### src/rtl/ddsband_pkg.sv
package ddsband_pkg;
    typedef enum logic [1:0] {
        ST_IDLE,
        ST_CLASSIFY,
        ST_APPLY,
        ST_REJECT
    } seq_state_t;
endpackage

### src/rtl/ddsband_classifier.sv
module ddsband_classifier #(
    parameter int ACC_W     = 48,
    parameter int NUM_BANDS = 6,
    parameter int CORE_BAND = 3,
    parameter int BAND_W    = 3
) (
    input  logic [ACC_W:0]    req_i,
    output logic [BAND_W-1:0] band_o,
    output logic              ok_o,
    output logic [ACC_W-1:0]  ftw_o
);
    localparam int REQ_W = ACC_W + 1;
    // core octave floor: 150/800 = 3/16 of full scale
    localparam logic [REQ_W-1:0] CORE_LO = REQ_W'(3) << (ACC_W - 4);
    // top cap: 1000/800 = 5/4 of full scale
    localparam logic [REQ_W-1:0] TOP_CAP = REQ_W'(5) << (ACC_W - 2);

    logic [NUM_BANDS-1:0] at_least;

    for (genvar b = 0; b < NUM_BANDS; b++) begin : g_floor
        if (b <= CORE_BAND) begin : g_low
            assign at_least[b] = req_i >= (CORE_LO >> (CORE_BAND - b));
        end else begin : g_high
            assign at_least[b] = req_i >= (CORE_LO << (b - CORE_BAND));
        end
    end

    always_comb begin
        band_o = '0;
        for (int b = 1; b < NUM_BANDS; b++) begin
            if (at_least[b]) band_o = BAND_W'(b);
        end
    end

    assign ok_o = at_least[0] && (req_i <= TOP_CAP);

    always_comb begin
        if (int'(band_o) < CORE_BAND)
            ftw_o = ACC_W'(req_i << (CORE_BAND - int'(band_o)));
        else
            ftw_o = ACC_W'(req_i >> (int'(band_o) - CORE_BAND));
    end
endmodule

### src/rtl/ddsband_ctrl.sv
module ddsband_ctrl
    import ddsband_pkg::*;
#(
    parameter int ACC_W     = 48,
    parameter int CORE_BAND = 3,
    parameter int BAND_W    = 3
) (
    input  logic              clk,
    input  logic              rst_n,
    input  logic              load_i,
    input  logic [ACC_W:0]    req_i,
    input  logic [BAND_W-1:0] cls_band_i,
    input  logic              cls_ok_i,
    input  logic [ACC_W-1:0]  cls_ftw_i,
    output logic [ACC_W:0]    req_q_o,
    output logic [ACC_W-1:0]  ftw_o,
    output logic [BAND_W-1:0] band_o,
    output logic              err_o
);
    seq_state_t state_q, state_d;
    logic [ACC_W-1:0]  dec_ftw_q;
    logic [BAND_W-1:0] dec_band_q;

    always_ff @(posedge clk) begin
        if (!rst_n) state_q <= ST_IDLE;
        else        state_q <= state_d;
    end

    always_comb begin
        state_d = state_q;
        unique case (state_q)
            ST_IDLE:     if (load_i) state_d = ST_CLASSIFY;
            ST_CLASSIFY: state_d = cls_ok_i ? ST_APPLY : ST_REJECT;
            ST_APPLY:    state_d = ST_IDLE;
            ST_REJECT:   state_d = ST_IDLE;
            default:     state_d = ST_IDLE;
        endcase
    end

    always_ff @(posedge clk) begin
        if (!rst_n) begin
            req_q_o    <= '0;
            dec_ftw_q  <= '0;
            dec_band_q <= BAND_W'(CORE_BAND);
            ftw_o      <= '0;
            band_o     <= BAND_W'(CORE_BAND);
            err_o      <= 1'b0;
        end else begin
            unique case (state_q)
                ST_IDLE: begin
                    if (load_i) req_q_o <= req_i;
                end
                ST_CLASSIFY: begin
                    dec_ftw_q  <= cls_ftw_i;
                    dec_band_q <= cls_band_i;
                end
                ST_APPLY: begin
                    ftw_o  <= dec_ftw_q;
                    band_o <= dec_band_q;
                    err_o  <= 1'b0;
                end
                ST_REJECT: begin
                    err_o <= 1'b1;
                end
                default: ;
            endcase
        end
    end
endmodule

### src/rtl/ddsband_accum.sv
module ddsband_accum #(
    parameter int ACC_W     = 48,
    parameter int NUM_BANDS = 6,
    parameter int CORE_BAND = 3,
    parameter int BAND_W    = 3
) (
    input  logic              clk,
    input  logic              rst_n,
    input  logic [ACC_W-1:0]  ftw_i,
    input  logic [BAND_W-1:0] band_i,
    output logic              core_clk_o,
    output logic              out_clk_o
);
    // extra bits above the core MSB supply the divided taps
    localparam int ACC_X   = ACC_W + CORE_BAND;
    localparam int TAP_NUM = 2 ** BAND_W;

    logic [ACC_X-1:0]   acc_q;
    logic [TAP_NUM-1:0] taps;

    always_ff @(posedge clk) begin
        if (!rst_n) acc_q <= '0;
        else        acc_q <= acc_q + {{CORE_BAND{1'b0}}, ftw_i};
    end

    for (genvar b = 0; b < TAP_NUM; b++) begin : g_tap
        if (b < NUM_BANDS) begin : g_used
            assign taps[b] = acc_q[ACC_W - 1 + CORE_BAND - b];
        end else begin : g_spare
            assign taps[b] = 1'b0;
        end
    end

    assign core_clk_o = acc_q[ACC_W-1];
    assign out_clk_o  = taps[band_i];
endmodule

### src/rtl/ddsband_synth.sv
module ddsband_synth #(
    parameter int ACC_W     = 48,
    parameter int NUM_BANDS = 6,
    parameter int CORE_BAND = 3,
    localparam int BAND_W   = $clog2(NUM_BANDS)
) (
    input  logic              clk,
    input  logic              rst_n,
    input  logic              load_i,
    input  logic [ACC_W:0]    freq_req_i,
    output logic [ACC_W-1:0]  ftw_o,
    output logic [BAND_W-1:0] band_o,
    output logic              range_err_o,
    output logic              core_clk_o,
    output logic              out_clk_o
);
    logic [ACC_W:0]    req_q;
    logic [BAND_W-1:0] cls_band;
    logic              cls_ok;
    logic [ACC_W-1:0]  cls_ftw;

    ddsband_classifier #(
        .ACC_W(ACC_W), .NUM_BANDS(NUM_BANDS),
        .CORE_BAND(CORE_BAND), .BAND_W(BAND_W)
    ) u_cls (
        .req_i(req_q), .band_o(cls_band), .ok_o(cls_ok), .ftw_o(cls_ftw)
    );

    ddsband_ctrl #(
        .ACC_W(ACC_W), .CORE_BAND(CORE_BAND), .BAND_W(BAND_W)
    ) u_ctrl (
        .clk(clk), .rst_n(rst_n), .load_i(load_i), .req_i(freq_req_i),
        .cls_band_i(cls_band), .cls_ok_i(cls_ok), .cls_ftw_i(cls_ftw),
        .req_q_o(req_q), .ftw_o(ftw_o), .band_o(band_o), .err_o(range_err_o)
    );

    ddsband_accum #(
        .ACC_W(ACC_W), .NUM_BANDS(NUM_BANDS),
        .CORE_BAND(CORE_BAND), .BAND_W(BAND_W)
    ) u_acc (
        .clk(clk), .rst_n(rst_n), .ftw_i(ftw_o), .band_i(band_o),
        .core_clk_o(core_clk_o), .out_clk_o(out_clk_o)
    );
endmodule

### config.mk
export PLATFORM = sky130hd
export DESIGN_NAME = ddsband_synth
export DESIGN_NICKNAME = d
export VERILOG_FILES = /design/src/rtl/ddsband_pkg.sv /design/src/rtl/ddsband_classifier.sv /design/src/rtl/ddsband_ctrl.sv /design/src/rtl/ddsband_accum.sv /design/src/rtl/ddsband_synth.sv
export SDC_FILE = /design/constraint.sdc
export NUM_CORES = 1
export LEC_CHECK = 0
export ABC_AREA = 1
export BUFFER_PORTS_ARGS = -buffer_cell sky130_fd_sc_hd__clkbuf_2
export CORE_ASPECT_RATIO = 0.8
export CORE_UTILIZATION = 29
export CTS_CLUSTER_SIZE = 24
export DETAILED_ROUTE_END_ITERATION = 16
export PLACE_DENSITY_LB_ADDON = 0.08
export SYNTH_ARGS = -nofsm -noshare
export SYNTH_HDL_FRONTEND = slang
export SYNTH_SLANG_ARGS = --single-unit
### constraint.sdc
create_clock -name clk -period 2.5 [get_ports clk]
set_input_delay 0.25 -clock clk [delete_from_list [all_inputs] [get_ports clk]]
set_output_delay 0.25 -clock clk [all_outputs]
set_load 0.03 [all_outputs]
==> out/metrics.yaml <==
status: "completed"
ff2ff_path_depth: 17
min_path_type: "primary input to flip-flop"
antenna_found_initial: 0
multi_input_area_mm2: 0.00875
crit_buf_inv: 7
ctsRootBufferMaster: "clkbuf_16"
syn_area_mm2: 0.0142
post-dp-hpwl_mm: 44.3
dieHeight_um: 200
fin_tns_setup_ns: 0
netlist_instances: 2389
routed_wl_mm: 59.3
antenna_cells: 0
critPathSlowestCell: "dfxtp_4"
crit_chain: "nor2_4 > nand2_1 > inv_2 > nand2_2 > inv_2 > ha_4 > inv_2 > ha_4 > buf_12 > nor2_4 > inv_4 > nor2_4 > clkbuf_16 > nand3_1 > nand3_1 > nand2_1 > inv_1"
io_pins: 106
grt_usage_pct: 23.1
fin_cells: 3216
synth_edf_count: 0
nFillCells: 5402
syn_avg_cell_area_um2: 5.93
numCtsBuffers: 26
drt_pass1_iterations: 6
syn-num-nets: 2492
placedInstanceArea_mm2: 0.0159
final_common_cell: "nand2_1"
cts_tree: "yes"
drc: 0
p_per_area_mw_per_mm2: 724
period_minus_slack_ns: 2.40
ys.flop_type: "dfxtp_1"
worst_pin_slew_ns: 0.853
grt_start_max_net_pins: 102
finish.utilization_pct: 36.5
ys_seq_area_share_pct: 29.0
place_congestion: 0.981
irDropWorstVdd_v: 0.000551
final_cell_mix: "nand2_1 (487), nand3_1 (401), nor2_1 (365)"
htreeDepth: 1
yosys_warnings: 0
first_global_vias: 15400
ant_nets: 0
nets: 2671
vias: 16500
grt_pass1_wl_mm: 89.4
path_clk_slew_ns: 0.06
finish.instance_area_mm2: 0.0176
postSynth.asyncResetShare_pct: 0
leakagePower_nw: 8.07
crit_cells: 17
holdPathStages: 3
cts.path.max_buffers: 3
cp-start-kind: "flip-flop"
maxSlewHeadroom_pct: 43.2
dpl.cell_count: 3109
syn_to_final_growth_pct: 24.3
core-area_mm2: 0.0483
fmax_ghz: 0.417
crit_family: "simple AND/OR/NAND/NOR gates"
end_kind: "flip-flop"
worstPathRequired_ns: 3.00
overflow: 0
layout-drive-gt1-share_pct: 12.4
power.total_mw: 12.7
final-max-slew-violation-count: 0
path_class: "flip-flop to flip-flop"
clk_latency_ns: 0.56
finalClockSkew_ns: 0.0137
area.sequential_mm2: 0.00412
portBuffers: 105
drtIter0Drc: 1653
crit_path_max_incr_delay_ns: 0.35
cp.arrival_ns: 2.90
hold_viol: 0
max_cap_violations: 0
ys_types: 36
cp_max_fo: 23
fin_crit_sh_pct: 96.0
viasPerCell: 5.14
ys_ff_latch: 205
initial_utilization_pct: 29.3
routedWlPerCell_um: 18.4
num_rows: 72
setup_viol: 0
dieWidth_um: 249
clock_sinks: 205
dieArea_mm2: 0.0498
-- flip-flops by register name, indices dropped and copies added (netlist names) --
signal             count
u_ctrl.dec_ftw_q      48
u_ctrl.req_q_o        49
u_ctrl.dec_band_q      3
u_ctrl.state_q         2
u_ctrl.band_o          3
u_ctrl.ftw_o          48
u_ctrl.err_o           1
u_acc.acc_q           51
-- cell type report --
type	instances	area share [%]
Clock buffer	37	4.33
Sequential cell	205	23.4
Timing Repair Buffer	269	12.0
Clock inverter	10	0.924
Tap cell	629	4.47
Multi-Input combinational cell	1821	49.7
Inverter	245	5.24
-- worst min-delay path: stages --
cell	delay (ns)
clkbuf_2	0.11
o211ai_1	0.08
a21oi_1	0.10
-- synth_stat cells, drive strengths merged (4+ instances only) --
master / n / area, um2
a21o: 4 / 30.0
a21oi: 201 / 1010
a31oi: 5 / 31.3
buf: 51 / 308
clkbuf: 68 / 255
dfxtp: 205 / 4100
ha: 50 / 626
inv: 244 / 916
nand2: 494 / 1860
nand3: 412 / 2080
nand3b: 5 / 37.5
nand4: 22 / 138
nor2: 377 / 1440
nor3: 5 / 25.0
nor4: 9 / 56.3
o211ai: 4 / 30.0
o21a: 7 / 52.6
o21ai: 212 / 1060
o21bai: 6 / 45.0
-- cells by family after synthesis --
family,count (synthesis),synth area share [%]
and+or+nand+nor,1326,39.8
AOI/OAI and AO/OA,443,16.2
buffers and inverters,364,10.5
DFF,205,29.0
adders and majority gates,51,4.56
-- per-layer routing --
layer	vias up	global-route usage, %	routed length (um)
met2	535	36.7	25100
met1	7692	31.5	28300
met3	58	5.97	4840
met5	-	0	0
met4	0	4.62	1090
li1	8249	-	-
-- through the flow --
step | worst slack, ns | hold slack (ns)
floorplan | 0.0180 | 0.430
global placement | 0.0259 | 0.447
detailed placement | -0.00730 | 0.449
CTS | 0.0255 | 0.00763
global route | -0.0190 | 0.0434
finish | 0.100 | 0.0386
-- where the power goes --
group / internal (mW) / total, mW / switching (mW)
logic: 1.64 / 4.83 / 3.18
registers: 3.60 / 3.79 / 0.188
clock network: 2.53 / 4.14 / 1.60
-- path summary, 6_finish.rpt --
| check | startpoint | end | slack [ns] |
|---|---|---|---|
| hold reg to reg | u_ctrl.dec_ftw_q[17] | u_ctrl.ftw_o[17] | 0.45 |
| setup / recovery | u_ctrl.req_q_o[48] | u_ctrl.dec_ftw_q[40] | 0.10 |
| hold / removal | load_i | u_ctrl.state_q[0] | 0.04 |
| setup reg to reg | u_ctrl.req_q_o[48] | u_ctrl.dec_ftw_q[40] | 0.10 |
-- timing repair --
item                                    CTS  global route
hold buffers                             46             0
endpoints found under the hold margin    46             0
setup buffers                             0             7
pin swaps                                 0            12
endpoints found under the setup margin   15            56
cloned                                    0             7
resized for setup                         1            41
No activity file was read; power rests on OpenSTA's default activity.
